$ cat config.mk
export PLATFORM = sky130hd
export DESIGN_NAME = pin_fall_irq
export DESIGN_NICKNAME = d
export VERILOG_FILES = /design/src/rtl/pfi_pkg.sv /design/src/rtl/pfi_sync.sv /design/src/rtl/pfi_fall_detect.sv /design/src/rtl/pfi_regs.sv /design/src/rtl/pin_fall_irq.sv
export SDC_FILE = /design/constraint.sdc
export NUM_CORES = 1
export LEC_CHECK = 0
export ABC_AREA = 1
export BUFFER_PORTS_ARGS = -buffer_cell sky130_fd_sc_hd__buf_2
export CAP_MARGIN = 40
export CORE_MARGIN = 8
export CORE_UTILIZATION = 46
export CTS_CLUSTER_SIZE = 8
export DETAILED_ROUTE_END_ITERATION = 16
export PLACE_DENSITY_LB_ADDON = 0.2
export SLEW_MARGIN = 15
export SYNTH_ARGS = -nofsm -noshare
export SYNTH_HDL_FRONTEND = slang
export SYNTH_SLANG_ARGS = --single-unit
$ cat constraint.sdc
create_clock -name clk -period 0.9 [get_ports clk]
set_input_delay 0.045 -clock clk [delete_from_list [all_inputs] [get_ports clk]]
set_output_delay 0.045 -clock clk [all_outputs]
set_load 0.02 [all_outputs]
$ cat src/rtl/pfi_pkg.sv
`timescale 1ns/1ps
package pfi_pkg;

    typedef enum logic [1:0] {
        SEL_NONE = 2'd0,
        SEL_CTRL = 2'd1,
        SEL_FLAG = 2'd2
    } reg_sel_e;

    function automatic reg_sel_e decode_addr(
        input logic [15:0] addr,
        input logic [15:0] ctrl_addr,
        input logic [15:0] flag_addr
    );
        if (addr == ctrl_addr)      return SEL_CTRL;
        else if (addr == flag_addr) return SEL_FLAG;
        else                        return SEL_NONE;
    endfunction

endpackage

$ cat src/rtl/pfi_sync.sv
`timescale 1ns/1ps
module pfi_sync #(
    parameter int N = 7
) (
    input  logic         clk,
    input  logic         rst_n,
    input  logic [N-1:0] raw_i,
    output logic [N-1:0] sync_o
);
    typedef struct packed {
        logic [N-1:0] stage1;
        logic [N-1:0] stage2;
    } sync_t;

    sync_t st_d, st_q;

    always_comb begin
        st_d        = st_q;
        st_d.stage1 = raw_i;
        st_d.stage2 = st_q.stage1;
    end

    always_ff @(posedge clk or negedge rst_n) begin
        if (!rst_n) st_q <= '0;
        else        st_q <= st_d;
    end

    assign sync_o = st_q.stage2;
endmodule

$ cat src/rtl/pfi_fall_detect.sv
`timescale 1ns/1ps
module pfi_fall_detect #(
    parameter int N = 7
) (
    input  logic         clk,
    input  logic         rst_n,
    input  logic [N-1:0] level_i,
    input  logic [N-1:0] qual_i,
    output logic [N-1:0] fall_o
);
    typedef struct packed {
        logic [N-1:0] prev;
    } det_t;

    det_t st_d, st_q;

    always_comb begin
        st_d      = st_q;
        st_d.prev = level_i;
    end

    always_ff @(posedge clk or negedge rst_n) begin
        if (!rst_n) st_q <= '0;
        else        st_q <= st_d;
    end

    // per-pin edge: previously high, now low, and pin in input mode
    for (genvar i = 0; i < N; i++) begin : g_pin
        assign fall_o[i] = st_q.prev[i] & ~level_i[i] & qual_i[i];
    end
endmodule

$ cat src/rtl/pfi_regs.sv
`timescale 1ns/1ps
module pfi_regs
    import pfi_pkg::*;
#(
    parameter int                N         = 7,
    parameter int                ADDR_W    = 8,
    parameter int                DATA_W    = 8,
    parameter logic [ADDR_W-1:0] CTRL_ADDR = 'h00,
    parameter logic [ADDR_W-1:0] FLAG_ADDR = 'h02,
    parameter int                EN_BIT    = 2
) (
    input  logic              clk,
    input  logic              rst_n,
    input  logic [N-1:0]      fall_i,
    input  logic [ADDR_W-1:0] addr_i,
    input  logic [DATA_W-1:0] wdata_i,
    input  logic              we_i,
    output logic [DATA_W-1:0] rdata_o,
    output logic [N-1:0]      flags_o,
    output logic              en_o,
    output logic              irq_o,
    output logic              wake_o
);
    localparam int AW16 = 16;

    typedef struct packed {
        logic [N-1:0] flags;
        logic         en;
        logic         wake;
    } regs_t;

    regs_t        st_d, st_q;
    reg_sel_e     sel;
    logic [N-1:0] keep_mask;

    always_comb begin
        sel = decode_addr(AW16'(addr_i), AW16'(CTRL_ADDR), AW16'(FLAG_ADDR));

        keep_mask = '1;
        if (we_i && sel == SEL_FLAG) keep_mask = wdata_i[N-1:0];

        st_d       = st_q;
        // hardware set is ORed after the software clear: set wins
        st_d.flags = (st_q.flags & keep_mask) | fall_i;
        if (we_i && sel == SEL_CTRL) st_d.en = wdata_i[EN_BIT];
        st_d.wake  = |fall_i;
    end

    always_ff @(posedge clk or negedge rst_n) begin
        if (!rst_n) st_q <= '0;
        else        st_q <= st_d;
    end

    always_comb begin
        rdata_o = '0;
        unique case (sel)
            SEL_CTRL: rdata_o[EN_BIT] = st_q.en;
            SEL_FLAG: rdata_o = DATA_W'(st_q.flags);
            default:  rdata_o = '0;
        endcase
    end

    assign flags_o = st_q.flags;
    assign en_o    = st_q.en;
    assign irq_o   = st_q.en & (|st_q.flags);
    assign wake_o  = st_q.wake;

    logic unused_wdata;
    assign unused_wdata = ^wdata_i;
endmodule

$ cat src/rtl/pin_fall_irq.sv
`timescale 1ns/1ps
module pin_fall_irq #(
    parameter int                N_PINS    = 7,
    parameter int                ADDR_W    = 8,
    parameter int                DATA_W    = 8,
    parameter logic [ADDR_W-1:0] CTRL_ADDR = 'h00,
    parameter logic [ADDR_W-1:0] FLAG_ADDR = 'h02,
    parameter int                EN_BIT    = 2
) (
    input  logic              clk,
    input  logic              rst_n,
    input  logic [N_PINS-1:0] pin_i,
    input  logic [N_PINS-1:0] pin_is_input_i,
    input  logic [ADDR_W-1:0] bus_addr_i,
    input  logic [DATA_W-1:0] bus_wdata_i,
    input  logic              bus_we_i,
    output logic [DATA_W-1:0] bus_rdata_o,
    output logic              irq_o,
    output logic              wake_o
);
    logic [N_PINS-1:0] pin_sync;
    logic [N_PINS-1:0] fall_w;
    logic [N_PINS-1:0] flags_w;
    logic              en_w;

    pfi_sync #(.N(N_PINS)) u_sync (
        .clk    (clk),
        .rst_n  (rst_n),
        .raw_i  (pin_i),
        .sync_o (pin_sync)
    );

    pfi_fall_detect #(.N(N_PINS)) u_det (
        .clk     (clk),
        .rst_n   (rst_n),
        .level_i (pin_sync),
        .qual_i  (pin_is_input_i),
        .fall_o  (fall_w)
    );

    pfi_regs #(
        .N         (N_PINS),
        .ADDR_W    (ADDR_W),
        .DATA_W    (DATA_W),
        .CTRL_ADDR (CTRL_ADDR),
        .FLAG_ADDR (FLAG_ADDR),
        .EN_BIT    (EN_BIT)
    ) u_regs (
        .clk     (clk),
        .rst_n   (rst_n),
        .fall_i  (fall_w),
        .addr_i  (bus_addr_i),
        .wdata_i (bus_wdata_i),
        .we_i    (bus_we_i),
        .rdata_o (bus_rdata_o),
        .flags_o (flags_w),
        .en_o    (en_w),
        .irq_o   (irq_o),
        .wake_o  (wake_o)
    );
endmodule

==> flow_metrics.py <==
metrics = {
    "worst_setup_path": {
        "arrival_ns": 1.20,
        "startpoint_type": "register",
        "crit_path_top_delay_cell": "dfrtp_1",
        "cp_slowest_stage_delay_ns": 0.39,
        "startpoint": "u_regs.flags_o[2]$_DFF_PN0_",
        "end_kind": "output pin",
        "path_max_fanout": 2,
        "path_class": "register to output pin",
        "crit_chain": "nor2_1, nand3_1, o21a_1, buf_2",
        "r2r-start": "u_regs.flags_o[2]$_DFF_PN0_",
        "cp_data_required_time_ns": 0.85,
    },
    "sta": {
        "worst_slack_ns": -0.346,
        "fmax_mhz": 803,
        "period_share_pct": 138,
        "finalClockSkew_ns": 0.00577,
        "slew_violations": 0,
        "finalSetupViolations": 8,
        "final.min_clock_period_ns": 1.25,
        "hold_violations": 0,
        "rsz0062_at_grt": "yes",
    },
    "logic_synthesis": {
        "synth_cell_types": 14,
        "synth_most_common_cell": "dfrtp_1",
        "synth_mux_area_share_pct": 0,
        "synth_common_cells": "dfrtp_1, nand2_1, inv_1, nor2_1, nand3_1",
        "synthXorXnorAreaFrac_pct": 0,
        "seq_area_frac_synth_pct": 68.6,
        "synth_top_family_by_area": "simple AND/OR/NAND/NOR gates",
        "netlist_instances": 106,
        "synth_fp_nets": 139,
        "synth_area_per_cell_um2": 10.3,
        "yosysTopAreaCell": "dfrtp_1",
        "synth_top_area_share_pct": 68.6,
        "ys_ff_latch": 30,
        "synth_area_um2": 1090,
        "synth_edf_count": 0,
        "yosys_warnings": 0,
        "async_flop_share_pct": 100,
        "synthFlopType": "dfrtp_1",
        "synthTopCellsByArea": "dfrtp_1, nand2_1, inv_1",
        "synth_compound_area_share_pct": 1.14,
        "synthSimpleGateAreaFrac_pct": 23.6,
        "synthAdderAreaFrac_pct": 0,
    },
    "placed_design": {
        "gp_congestion": 0.775,
        "hpwl_um": 1670,
        "port_buffers": 40,
        "place_ws_ns": -0.107,
    },
    "drt": {
        "drc": 0,
        "vias": 891,
        "viasPerCell": 4.46,
        "drtIter0Drc": 37,
        "final_antenna_net_count": 0,
        "routed_wirelength_um": 2220,
        "drtPass1Iterations": 4,
        "wl_per_cell_um": 11.1,
    },
    "global_route": {
        "antenna_found_initial": 0,
        "grt-ovfl-total": 0,
        "first_global_vias": 921,
        "grt_usage_pct": 10.5,
        "grt_max_degree": 17,
        "grt_pass1_wl_um": 3540,
    },
    "power_and_ir_drop": {
        "p_sw_mw": 0.495,
        "internal-power_mw": 1.83,
        "p_sw_share_pct": 21.3,
        "power_leakage_nw": 0.854,
        "p_per_area_nw_per_um2": 1440,
        "power.total_mw": 2.33,
        "vdd_drop_max_mv": 1.38,
        "power_frac_clock_pct": 28.6,
        "combPwrFrac_pct": 10.1,
        "p_seq_share_pct": 61.3,
    },
    "clocking": {
        "cts-root-buf": "clkbuf_4",
        "cts_inserted_buffers": 5,
        "insertion_delay_ns": 0.30,
        "clkTransAtPathRegs_ns": 0.08,
        "cts_tree": "built",
        "clock-sinks": 30,
        "h-tree-depth": 2,
        "clockBufferDepth": 2,
    },
    "worst_hold_path": {
        "hp-class": "input port to register",
        "hp-start": "bus_wdata_i[2]",
    },
    "finish": {
        "insertedDiodeCount": 0,
        "layout-drive-gt1-share_pct": 36.0,
        "area_growth_pct": 47.5,
        "nets": 205,
    },
    "die": {
        "num_rows": 17,
        "fp.dieH_um": 64.8,
        "dieWidth_um": 64.8,
        "start_util_pct": 49.0,
        "design.core.area_um2": 2230,
        "io_pins": 43,
        "die_area_um2": 4190,
    },
    "status": {
        "violations": "negative setup slack",
        "status": "complete, but fails checks",
    },
    "job": {
        "maxCapViolations": 0,
    },
}
power groups by stage:
stage / Combinational, mW / Sequential, mW / Clock (mW)
5_1_grt: 0.258 / 1.43 / 0.749
4_1_cts: 0.228 / 1.43 / 0.708
6_report: 0.234 / 1.43 / 0.666
3_5_place_dp: 0.183 / 1.45 / 0
3_3_place_gp: 0.178 / 1.45 / 0
2_1_floorplan: 0.0603 / 1.45 / 0
cell type report:
type                            count  area [um^2]
Clock buffer                        7         45.0
Fill cell                         168          621
Inverter                           15         56.3
Multi-Input combinational cell     59          284
Sequential cell                    30          751
Tap cell                           28         35.0
Timing Repair Buffer               61          442
per-stage QoR:
| stage | std cells | hold WS, ns | cell area [um^2] | util, % | setup TNS, ns |
|---|---|---|---|---|---|
| detailed placement | 175 | -0.0314 | 1350 | 60.5 | -0.783 |
| global placement | 175 | -0.0361 | 1350 | 60.5 | -0.215 |
| global route | 200 | 0.0138 | 1610 | 72.2 | -1.76 |
| finish | 200 | 0.0193 | 1610 | 72.2 | -1.32 |
| CTS | 196 | 0.00312 | 1550 | 69.5 | -1.46 |
| floorplan | 106 | -0.251 | 1090 | - | 0 |
kinds of logic (layout without fill, tap and decap cells):
family	Yosys count	count (layout)
and+or+nand+nor	56	56
DFF	30	30
buffers and inverters	17	83
AOI/OAI and AO/OA	2	2
other	1	1
sequential cells by signal (all words and copies together) (netlist names):
signal	cells
u_sync.st_d	7
u_sync.sync_o	7
u_regs.wake_o	1
u_regs.en_o	1
u_det.st_q	7
u_regs.flags_o	7
critical path: cells and delay by family, from the launching register on:
| kind | cells | cell delay (ns) |
|---|---|---|
| AO/OA/AOI/OAI | 1 | 0.17 |
| buffers and inverters | 1 | 0.15 |
| AND/OR/NAND/NOR | 2 | 0.18 |
| flip-flops | 1 | 0.39 |
placed cells by master (no fill, tap or decap), types with 2 or more instances in the layout:
cell type	netlist	final
inv_2	1	6
nor2_4	1	2
nand2_1	24	24
buf_4	1	10
inv_1	14	9
dfrtp_1	30	30
clkbuf_4	0	5
buf_6	0	5
nor2_1	14	12
clkbuf_1	0	2
nand3b_1	7	7
nand3_1	9	9
dlygate4sd3_1	0	13
buf_2	1	32
routing by layer:
layer | vias up | track usage (%) | part of all wire [%]
met4 | 0 | 5.72 | 0.95
met1 | 392 | 9.42 | 39
li1 | 457 | - | -
met2 | 39 | 18.3 | 48
met5 | - | 0 | 0
met3 | 3 | 6.01 | 12
timing repair:
| action | in CTS | in global routing |
|---|---|---|
| setup buffers | 1 | 4 |
| pin swaps | 3 | 7 |
| setup endpoints to repair | 8 | 10 |
| gates resized for setup | 8 | 13 |
| endpoints found under the hold margin | 42 | 0 |
| hold buffers | 13 | 0 |
final timing paths:
check                                              endpoint  slack, ns  cells past startpoint
worst max-delay path                                  irq_o      -0.35                      4
min in group asynchronous           u_det.st_q[5]$_DFF_PN0_       0.21                      2
worst min-delay path                u_regs.en_o$_DFFE_PN0P_       0.02                      3
worst min register to register   u_sync.sync_o[2]$_DFF_PN0_       0.35                      0
max in group asynchronous          u_sync.st_d[1]$_DFF_PN0_       0.30                      3
worst max register to register  u_regs.flags_o[2]$_DFF_PN0_       0.06                      4
(Power assumes the default switching activity.)
